--- src/rtl/regwin_pkg.sv ---
package regwin_pkg;

  typedef enum logic [2:0] {
    OP_NOP     = 3'd0,
    OP_ENTRY   = 3'd1,
    OP_RETW    = 3'd2,
    OP_ROTW    = 3'd3,
    OP_MOVSP   = 3'd4,
    OP_RESTORE = 3'd5
  } op_e;

  typedef enum logic [3:0] {
    EX_NONE    = 4'd0,
    EX_ILLEGAL = 4'd1,
    EX_ALLOCA  = 4'd2,
    EX_OVF4    = 4'd3,
    EX_OVF8    = 4'd4,
    EX_OVF12   = 4'd5,
    EX_UNF4    = 4'd6,
    EX_UNF8    = 4'd7,
    EX_UNF12   = 4'd8
  } exc_e;

endpackage

--- src/rtl/regwin_phys.sv ---
module regwin_phys #(
  parameter int NAREG = 64,
  parameter int DW    = 32,
  parameter int NRD   = 3,
  localparam int GROUPS = NAREG / 4,
  localparam int BW     = $clog2(GROUPS),
  localparam int PW     = $clog2(NAREG)
) (
  input  logic                     clk,
  input  logic                     rst_n,
  input  logic [BW-1:0]            base,
  input  logic [NRD-1:0][3:0]      rd_idx,
  output logic [NRD-1:0][DW-1:0]   rd_data,
  input  logic                     wr_go,
  input  logic [3:0]               wr_vidx,
  input  logic [DW-1:0]            wr_val
);

  logic [DW-1:0] mem [NAREG];

  // visible index -> physical index, wrapping at the file size
  function automatic logic [PW-1:0] phys_of(input logic [BW-1:0] b, input logic [3:0] k);
    logic [PW-1:0] s;
    s = PW'({b, 2'b00}) + PW'(k);
    return s;
  endfunction

  for (genvar p = 0; p < NRD; p++) begin : g_rd
    assign rd_data[p] = mem[phys_of(base, rd_idx[p])];
  end

  always_ff @(posedge clk) begin
    if (!rst_n) begin
      for (int i = 0; i < NAREG; i++) mem[i] <= '0;
    end else if (wr_go) begin
      mem[phys_of(base, wr_vidx)] <= wr_val;
    end
  end

endmodule

--- src/rtl/regwin_scan.sv ---
module regwin_scan
  import regwin_pkg::*;
#(
  parameter int GROUPS = 16,
  localparam int BW = $clog2(GROUPS)
) (
  input  logic [BW-1:0]     base,
  input  logic [GROUPS-1:0] ws,
  input  logic [1:0]        callinc,
  output logic              ovf_hit,
  output logic [1:0]        ovf_n,
  output exc_e              ovf_kind,
  output logic [1:0]        near_m
);

  function automatic int unsigned ctz(input logic [GROUPS-1:0] v);
    int unsigned r;
    r = GROUPS;
    for (int i = GROUPS - 1; i >= 0; i--) if (v[i]) r = i;
    return r;
  endfunction

  logic [GROUPS-1:0] above;   // bitmap seen from the group just above base
  logic [GROUPS-1:0] rest;    // bitmap seen from the first frame found
  logic [GROUPS-1:0] ci_mask;
  int unsigned       first_tz;
  int unsigned       rest_tz;

  for (genvar i = 0; i < GROUPS; i++) begin : g_above
    assign above[i] = ws[base + BW'(i + 1)];
  end

  assign ci_mask  = GROUPS'((1 << callinc) - 1);
  assign ovf_hit  = (above & ci_mask) != '0;
  assign first_tz = ctz(above);
  assign ovf_n    = 2'(first_tz + 1);

  for (genvar i = 0; i < GROUPS; i++) begin : g_rest
    assign rest[i] = above[BW'(i) + BW'(ovf_n)];
  end

  assign rest_tz = ctz(rest);

  always_comb begin
    unique case (rest_tz)
      0:       ovf_kind = EX_OVF4;
      1:       ovf_kind = EX_OVF8;
      default: ovf_kind = EX_OVF12;
    endcase
  end

  always_comb begin
    if (ws[base - BW'(1)])      near_m = 2'd1;
    else if (ws[base - BW'(2)]) near_m = 2'd2;
    else if (ws[base - BW'(3)]) near_m = 2'd3;
    else                        near_m = 2'd0;
  end

endmodule

--- src/rtl/regwin_ctrl.sv ---
module regwin_ctrl
  import regwin_pkg::*;
#(
  parameter int NAREG = 64,
  parameter int DW    = 32,
  parameter int IMM_W = 12,
  localparam int GROUPS = NAREG / 4,
  localparam int BW     = $clog2(GROUPS)
) (
  input  logic              clk,
  input  logic              rst_n,
  input  logic [3:0]        rd_idx,
  output logic [DW-1:0]     rd_data,
  input  logic              wr_en,
  input  logic [3:0]        wr_idx,
  input  logic [DW-1:0]     wr_data,
  input  logic              op_valid,
  input  logic [2:0]        op_kind,
  input  logic [3:0]        op_reg,
  input  logic [IMM_W-1:0]  op_imm,
  input  logic [3:0]        op_rot,
  input  logic [1:0]        op_pc_hi,
  input  logic              ps_woe,
  input  logic              ps_excm,
  input  logic [1:0]        ps_callinc,
  input  logic [BW-1:0]     ps_owb,
  output logic              op_done,
  output logic [3:0]        exc_code,
  output logic [DW-1:0]     ret_pc,
  output logic [BW-1:0]     owb_save,
  output logic              excm_set,
  output logic [BW-1:0]     win_base,
  output logic [GROUPS-1:0] win_start
);

  logic [BW-1:0]     base_q, base_d;
  logic [GROUPS-1:0] ws_q, ws_d;
  exc_e              exc_q, exc_d;
  logic              excm_q, excm_d;
  logic [BW-1:0]     owb_q, owb_d;
  logic [DW-1:0]     retpc_q, retpc_d;
  logic              done_q;

  logic              wr_go;
  logic [3:0]        wr_vidx;
  logic [DW-1:0]     wr_val;

  logic [2:0][3:0]    rd_idx_v;
  logic [2:0][DW-1:0] rd_data_v;
  logic [DW-1:0]      src_val;
  logic [DW-1:0]      a0_val;

  logic              ovf_hit;
  logic [1:0]        ovf_n;
  exc_e              ovf_kind;
  logic [1:0]        near_m;

  // named events for observation
  logic              ev_entry_ok;
  logic              ev_retw_ok;
  logic              ev_overflow;
  logic              ev_underflow;
  logic [1:0]        ret_n;
  logic [BW-1:0]     ret_base;

  function automatic logic [BW-1:0] sext_rot(input logic [3:0] r);
    logic [BW+3:0] t;
    t = {{BW{r[3]}}, r};
    return t[BW-1:0];
  endfunction

  function automatic exc_e unf_code(input logic [1:0] n);
    unique case (n)
      2'd1:    return EX_UNF4;
      2'd2:    return EX_UNF8;
      default: return EX_UNF12;
    endcase
  endfunction

  assign rd_idx_v[0] = rd_idx;
  assign rd_idx_v[1] = op_reg;
  assign rd_idx_v[2] = 4'd0;
  assign rd_data     = rd_data_v[0];
  assign src_val     = rd_data_v[1];
  assign a0_val      = rd_data_v[2];

  regwin_phys #(.NAREG(NAREG), .DW(DW), .NRD(3)) i_phys (
    .clk     (clk),
    .rst_n   (rst_n),
    .base    (base_q),
    .rd_idx  (rd_idx_v),
    .rd_data (rd_data_v),
    .wr_go   (wr_go),
    .wr_vidx (wr_vidx),
    .wr_val  (wr_val)
  );

  regwin_scan #(.GROUPS(GROUPS)) i_scan (
    .base     (base_q),
    .ws       (ws_q),
    .callinc  (ps_callinc),
    .ovf_hit  (ovf_hit),
    .ovf_n    (ovf_n),
    .ovf_kind (ovf_kind),
    .near_m   (near_m)
  );

  assign ret_n       = a0_val[DW-1:DW-2];
  assign ret_base    = base_q - BW'(ret_n);
  assign ev_entry_ok = (op_reg <= 4'd3) && ps_woe && !ps_excm;
  assign ev_retw_ok  = (ret_n != 2'd0) && (near_m == 2'd0 || near_m == ret_n)
                       && ps_woe && !ps_excm;
  assign ev_overflow  = op_valid && op_kind == OP_ENTRY && ev_entry_ok && ovf_hit;
  assign ev_underflow = op_valid && op_kind == OP_RETW && ev_retw_ok && !ws_q[ret_base];

  always_comb begin
    base_d  = base_q;
    ws_d    = ws_q;
    exc_d   = EX_NONE;
    excm_d  = 1'b0;
    owb_d   = owb_q;
    retpc_d = retpc_q;
    wr_go   = wr_en && !op_valid;
    wr_vidx = wr_idx;
    wr_val  = wr_data;
    if (op_valid) begin
      unique case (op_kind)
        OP_ENTRY: begin
          if (!ev_entry_ok) begin
            exc_d = EX_ILLEGAL;
          end else if (ovf_hit) begin
            base_d = base_q + BW'(ovf_n);
            owb_d  = base_q;
            excm_d = 1'b1;
            exc_d  = ovf_kind;
          end else begin
            wr_go   = 1'b1;
            wr_vidx = {ps_callinc, op_reg[1:0]};
            wr_val  = src_val - (DW'(op_imm) << 3);
            base_d  = base_q + BW'(ps_callinc);
            ws_d[base_d] = 1'b1;
          end
        end
        OP_RETW: begin
          if (!ev_retw_ok) begin
            exc_d = EX_ILLEGAL;
          end else begin
            retpc_d = {op_pc_hi, a0_val[DW-3:0]};
            base_d  = ret_base;
            if (ws_q[ret_base]) begin
              ws_d[base_q] = 1'b0;
            end else begin
              owb_d  = base_q;
              excm_d = 1'b1;
              exc_d  = unf_code(ret_n);
            end
          end
        end
        OP_ROTW:    base_d = base_q + sext_rot(op_rot);
        OP_MOVSP:   if (near_m == 2'd0) exc_d = EX_ALLOCA;
        OP_RESTORE: base_d = ps_owb;
        default: ;
      endcase
    end
  end

  always_ff @(posedge clk) begin
    if (!rst_n) begin
      base_q  <= '0;
      ws_q    <= GROUPS'(1);
      exc_q   <= EX_NONE;
      excm_q  <= 1'b0;
      owb_q   <= '0;
      retpc_q <= '0;
      done_q  <= 1'b0;
    end else begin
      base_q  <= base_d;
      ws_q    <= ws_d;
      exc_q   <= exc_d;
      excm_q  <= excm_d;
      owb_q   <= owb_d;
      retpc_q <= retpc_d;
      done_q  <= op_valid;
    end
  end

  assign op_done   = done_q;
  assign exc_code  = exc_q;
  assign excm_set  = excm_q;
  assign owb_save  = owb_q;
  assign ret_pc    = retpc_q;
  assign win_base  = base_q;
  assign win_start = ws_q;

endmodule

--- config.mk ---
export PLATFORM = sky130hd
export DESIGN_NAME = regwin_ctrl
export DESIGN_NICKNAME = d
export VERILOG_FILES = /design/src/rtl/regwin_pkg.sv /design/src/rtl/regwin_phys.sv /design/src/rtl/regwin_scan.sv /design/src/rtl/regwin_ctrl.sv
export SDC_FILE = /design/constraint.sdc
export NUM_CORES = 2
export LEC_CHECK = 0
export BUFFER_PORTS_ARGS = -buffer_cell sky130_fd_sc_hd__clkbuf_2
export CAP_MARGIN = 20
export CELL_PAD_IN_SITES_DETAIL_PLACEMENT = 1
export CELL_PAD_IN_SITES_GLOBAL_PLACEMENT = 1
export CORE_MARGIN = 3
export CORE_UTILIZATION = 40
export CTS_CLUSTER_SIZE = 20
export DETAILED_ROUTE_END_ITERATION = 8
export PLACE_DENSITY_LB_ADDON = 0.1
export SKIP_CTS_REPAIR_TIMING = 1
export SYNTH_ARGS = -nofsm -noshare
export SYNTH_HDL_FRONTEND = slang
export SYNTH_HIERARCHICAL = 1
export SYNTH_SLANG_ARGS = --single-unit
--- constraint.sdc ---
create_clock -name clk -period 27.4 [get_ports clk]
set_clock_uncertainty 0.2 [all_clocks]
set_input_delay 5.48 -clock clk [delete_from_list [all_inputs] [get_ports clk]]
set_output_delay 5.48 -clock clk [all_outputs]
set_load 0.005 [all_outputs]
==> metrics <==
row count=210; Cells after Synth=8822; WL final=between 600000 and 700000 um; Nets=8733; outcome=complete, but fails checks; TNS Setup=0 ns; crit path DAT=10.76 ns; CP Depth=10; CTS tree=built; Cell variety after synth=97; Detailed Place HPWL=379000 um; port bufs=170; LEAKAGE=51.2 nW; clk_lat worst skew=0.94 ns; r2r startpoint=win_base[1]; failing checks=slew limit; critical path's most frequent cell=buf_4; antenna violations before repair=96; MaxCap Viol Count=0; die height=582 um; Main synth FF type=edfxtp_1; CP Launch Type=input pin; Power Density=64.9 nW/um^2; Max Transition Viols Final=661; setup violators final=0; final cycle utilization of the critical path=60.0%; Peak VDD IR=0.0000679 V; Clock Root Buffer=clkbuf_16; Critical Path Max Stage Delay=1.00 ns; io pins=~170; biggest area consumer among synthesized cells=edfxtp_1; vias per cell=7.10; post-synth top area share=between 40 and 50%; Tot Pwr=9.60 mW; delay-heaviest family, CP=buffers and inverters; Storage cell area=62700 sq um; Mapped Area=133000 sq um; maximum fanout along the worst path=56; cells on worst reg2reg path=19; EDFF count, synth=2048; Vias=93640; CTS buffer count=between 200 and 300; crit path capture type=primary output; share of cells above drive strength 1=approximately a third; top achievable clock speed=0.0608 GHz; R2R Setup Slk=18.10 ns; global-route wire length before repair=847000 um; Starting Density=40.4%; drt first pass iters=6; Hold Crit Class=reg2reg; ANT nets after route=0; Worst-path clk slew=0.05 ns; Post-synth top cells=and2_1, edfxtp_1, mux4_2; Max H-tree Level=5; Routed wire per std cell=about 48 um; area of the multi-input gates=67300 sq um; Sink Count=2110; crit path kind=in2out; grt ovf=0; CP Capture Point=rd_data[31]; WP buf/inv=5; Synth async-reset ratio=0%; Area growth syn-to-layout=11.3%; die area=between 300000 and 400000 sq um; flops & latches, synth=2110; crit path from=rd_idx[0]; worst reg2reg endpoint=i_phys/mem[29][30]; top cells by area, synth=edfxtp_1, mux4_2, and2_1, clkbuf_1, mux2i_1; Worst slew margin=-89.8%; GP Congestion=0.965; Yosys warnings=6; gr usage total=36.7%; count leader, synth=and2_1; vias in the first global route=between 90000 and 100k; largest net degree at the start of global routing=528; Hold Vio Cnt, Final=0; buffer depth of the longest clock path=4; Tmin final=16.44 ns; die width=582 um; Avg Inst Size Synth=15.1 sq um; CP cell instances=buf_8, buf_4, buf_4, buf_4, mux4_2, mux2i_1, mux2i_1, o22ai_1, a31oi_1, clkbuf_2; Req. time, crit path=21.72 ns; RSZ-0062 raised after global routing=false; fillers=31860; Iteration-0 DRC Markers=~14000; worst-margin pin slew=2.85 ns; hold depth=2; sequential element share of the synthesized area=around 47%; # DRC=0; critical path's slowest cell=o22ai_1; core area=329000 sq um
## metal layers
| layer | part of all wire [%] | wire length (um) | up-vias | track usage, % |
|---|---|---|---|---|
| met5 | 0.035 | 219 | - | 0 |
| met1 | 35 | 221000 | 50377 | 45.8 |
| met4 | 8.6 | 54400 | 32 | 26.1 |
| li1 | - | - | 34651 | - |
| met3 | 12 | 76500 | 1749 | 10.9 |
| met2 | 44 | 277000 | 6831 | 54.5 |
## cells in the final DEF, fill, tap and decap left out, drive strengths merged, types with 77 or more instances in the layout
master  count
and2     2062
edfxtp   2048
mux4     1808
clkbuf    514
buf       339
nand2     308
mux2i     235
o21ai     185
nor2      145
a21oi     108
clkinv     92
o22ai      77
## final cells by class
class,count,area share [%]
multi-input cells,5659,45.5
flip-flops and latches,2110,42.4
clock buffers,348,4.91
inverters,63,0.173
repair buffers,505,2.43
clock inverters,130,0.842
diodes,35,0.0592
well taps,4346,3.68
## how the worst min path moves through the flow
stage	startpoint	slack, ns	end
2_1_floorplan	ret_pc[0]	0.25	ret_pc[0]
3_5_place_dp	ret_pc[18]	0.25	ret_pc[18]
4_1_cts	ret_pc[18]	0.26	ret_pc[18]
5_1_grt	ret_pc[18]	0.28	ret_pc[18]
3_3_place_gp	ret_pc[31]	0.24	ret_pc[31]
6_report	ret_pc[18]	0.25	ret_pc[18]
## report_power, final
part / internal [mW] / switching [mW]
clock network: 2.05 / 1.51
registers: 3.65 / 0.0874
logic: 0.757 / 1.54
## worst register-to-register path: cells and delay by family, from the launching register on
| kind | cells | cell delay, ns |
|---|---|---|
| AND/OR/NAND/NOR | 5 | 2.51 |
| adder cells (fa/ha/maj) | 1 | 0.52 |
| AO/OA/AOI/OAI | 3 | 0.64 |
| buffers and inverters | 7 | 3.23 |
| flip-flops | 1 | 0.31 |
| multiplexers | 3 | 1.64 |
## flip-flops by register name, summed over array words and instances, names as in the netlist
signal and cells:
exc_code 4, op_done 1, excm_set 1, win_base 4
win_start 16, ret_pc 32, i_phys/mem 2048, owb_save 4
## metrics by stage
stage / instances / setup slack, ns / util [%] / instance area [sq um] / hold slack, ns
detailed placement: 12674 / 11.05 / 42.3 / 139000 / 0.248
global placement: 12664 / 11.07 / 42.3 / 139000 / 0.242
floorplan: 8826 / 14.31 / - / 133000 / 0.253
CTS: 13152 / 11.06 / 44.9 / 148000 / 0.255
finish: 13196 / 10.96 / 45.0 / 148000 / 0.254
global route: 13166 / 10.79 / 44.9 / 148000 / 0.276
## logic make-up after synthesis
group	Yosys count	synth area share [%]
compound gates	723	3.64
buf+inv	1057	3.49
mux	2080	32.7
fa+ha+maj	50	0.522
simple gates	2761	12.1
other cells	2	0.00565
flops	2110	47.2
xor+xnor	39	0.257
(Power assumes the default switching activity.)
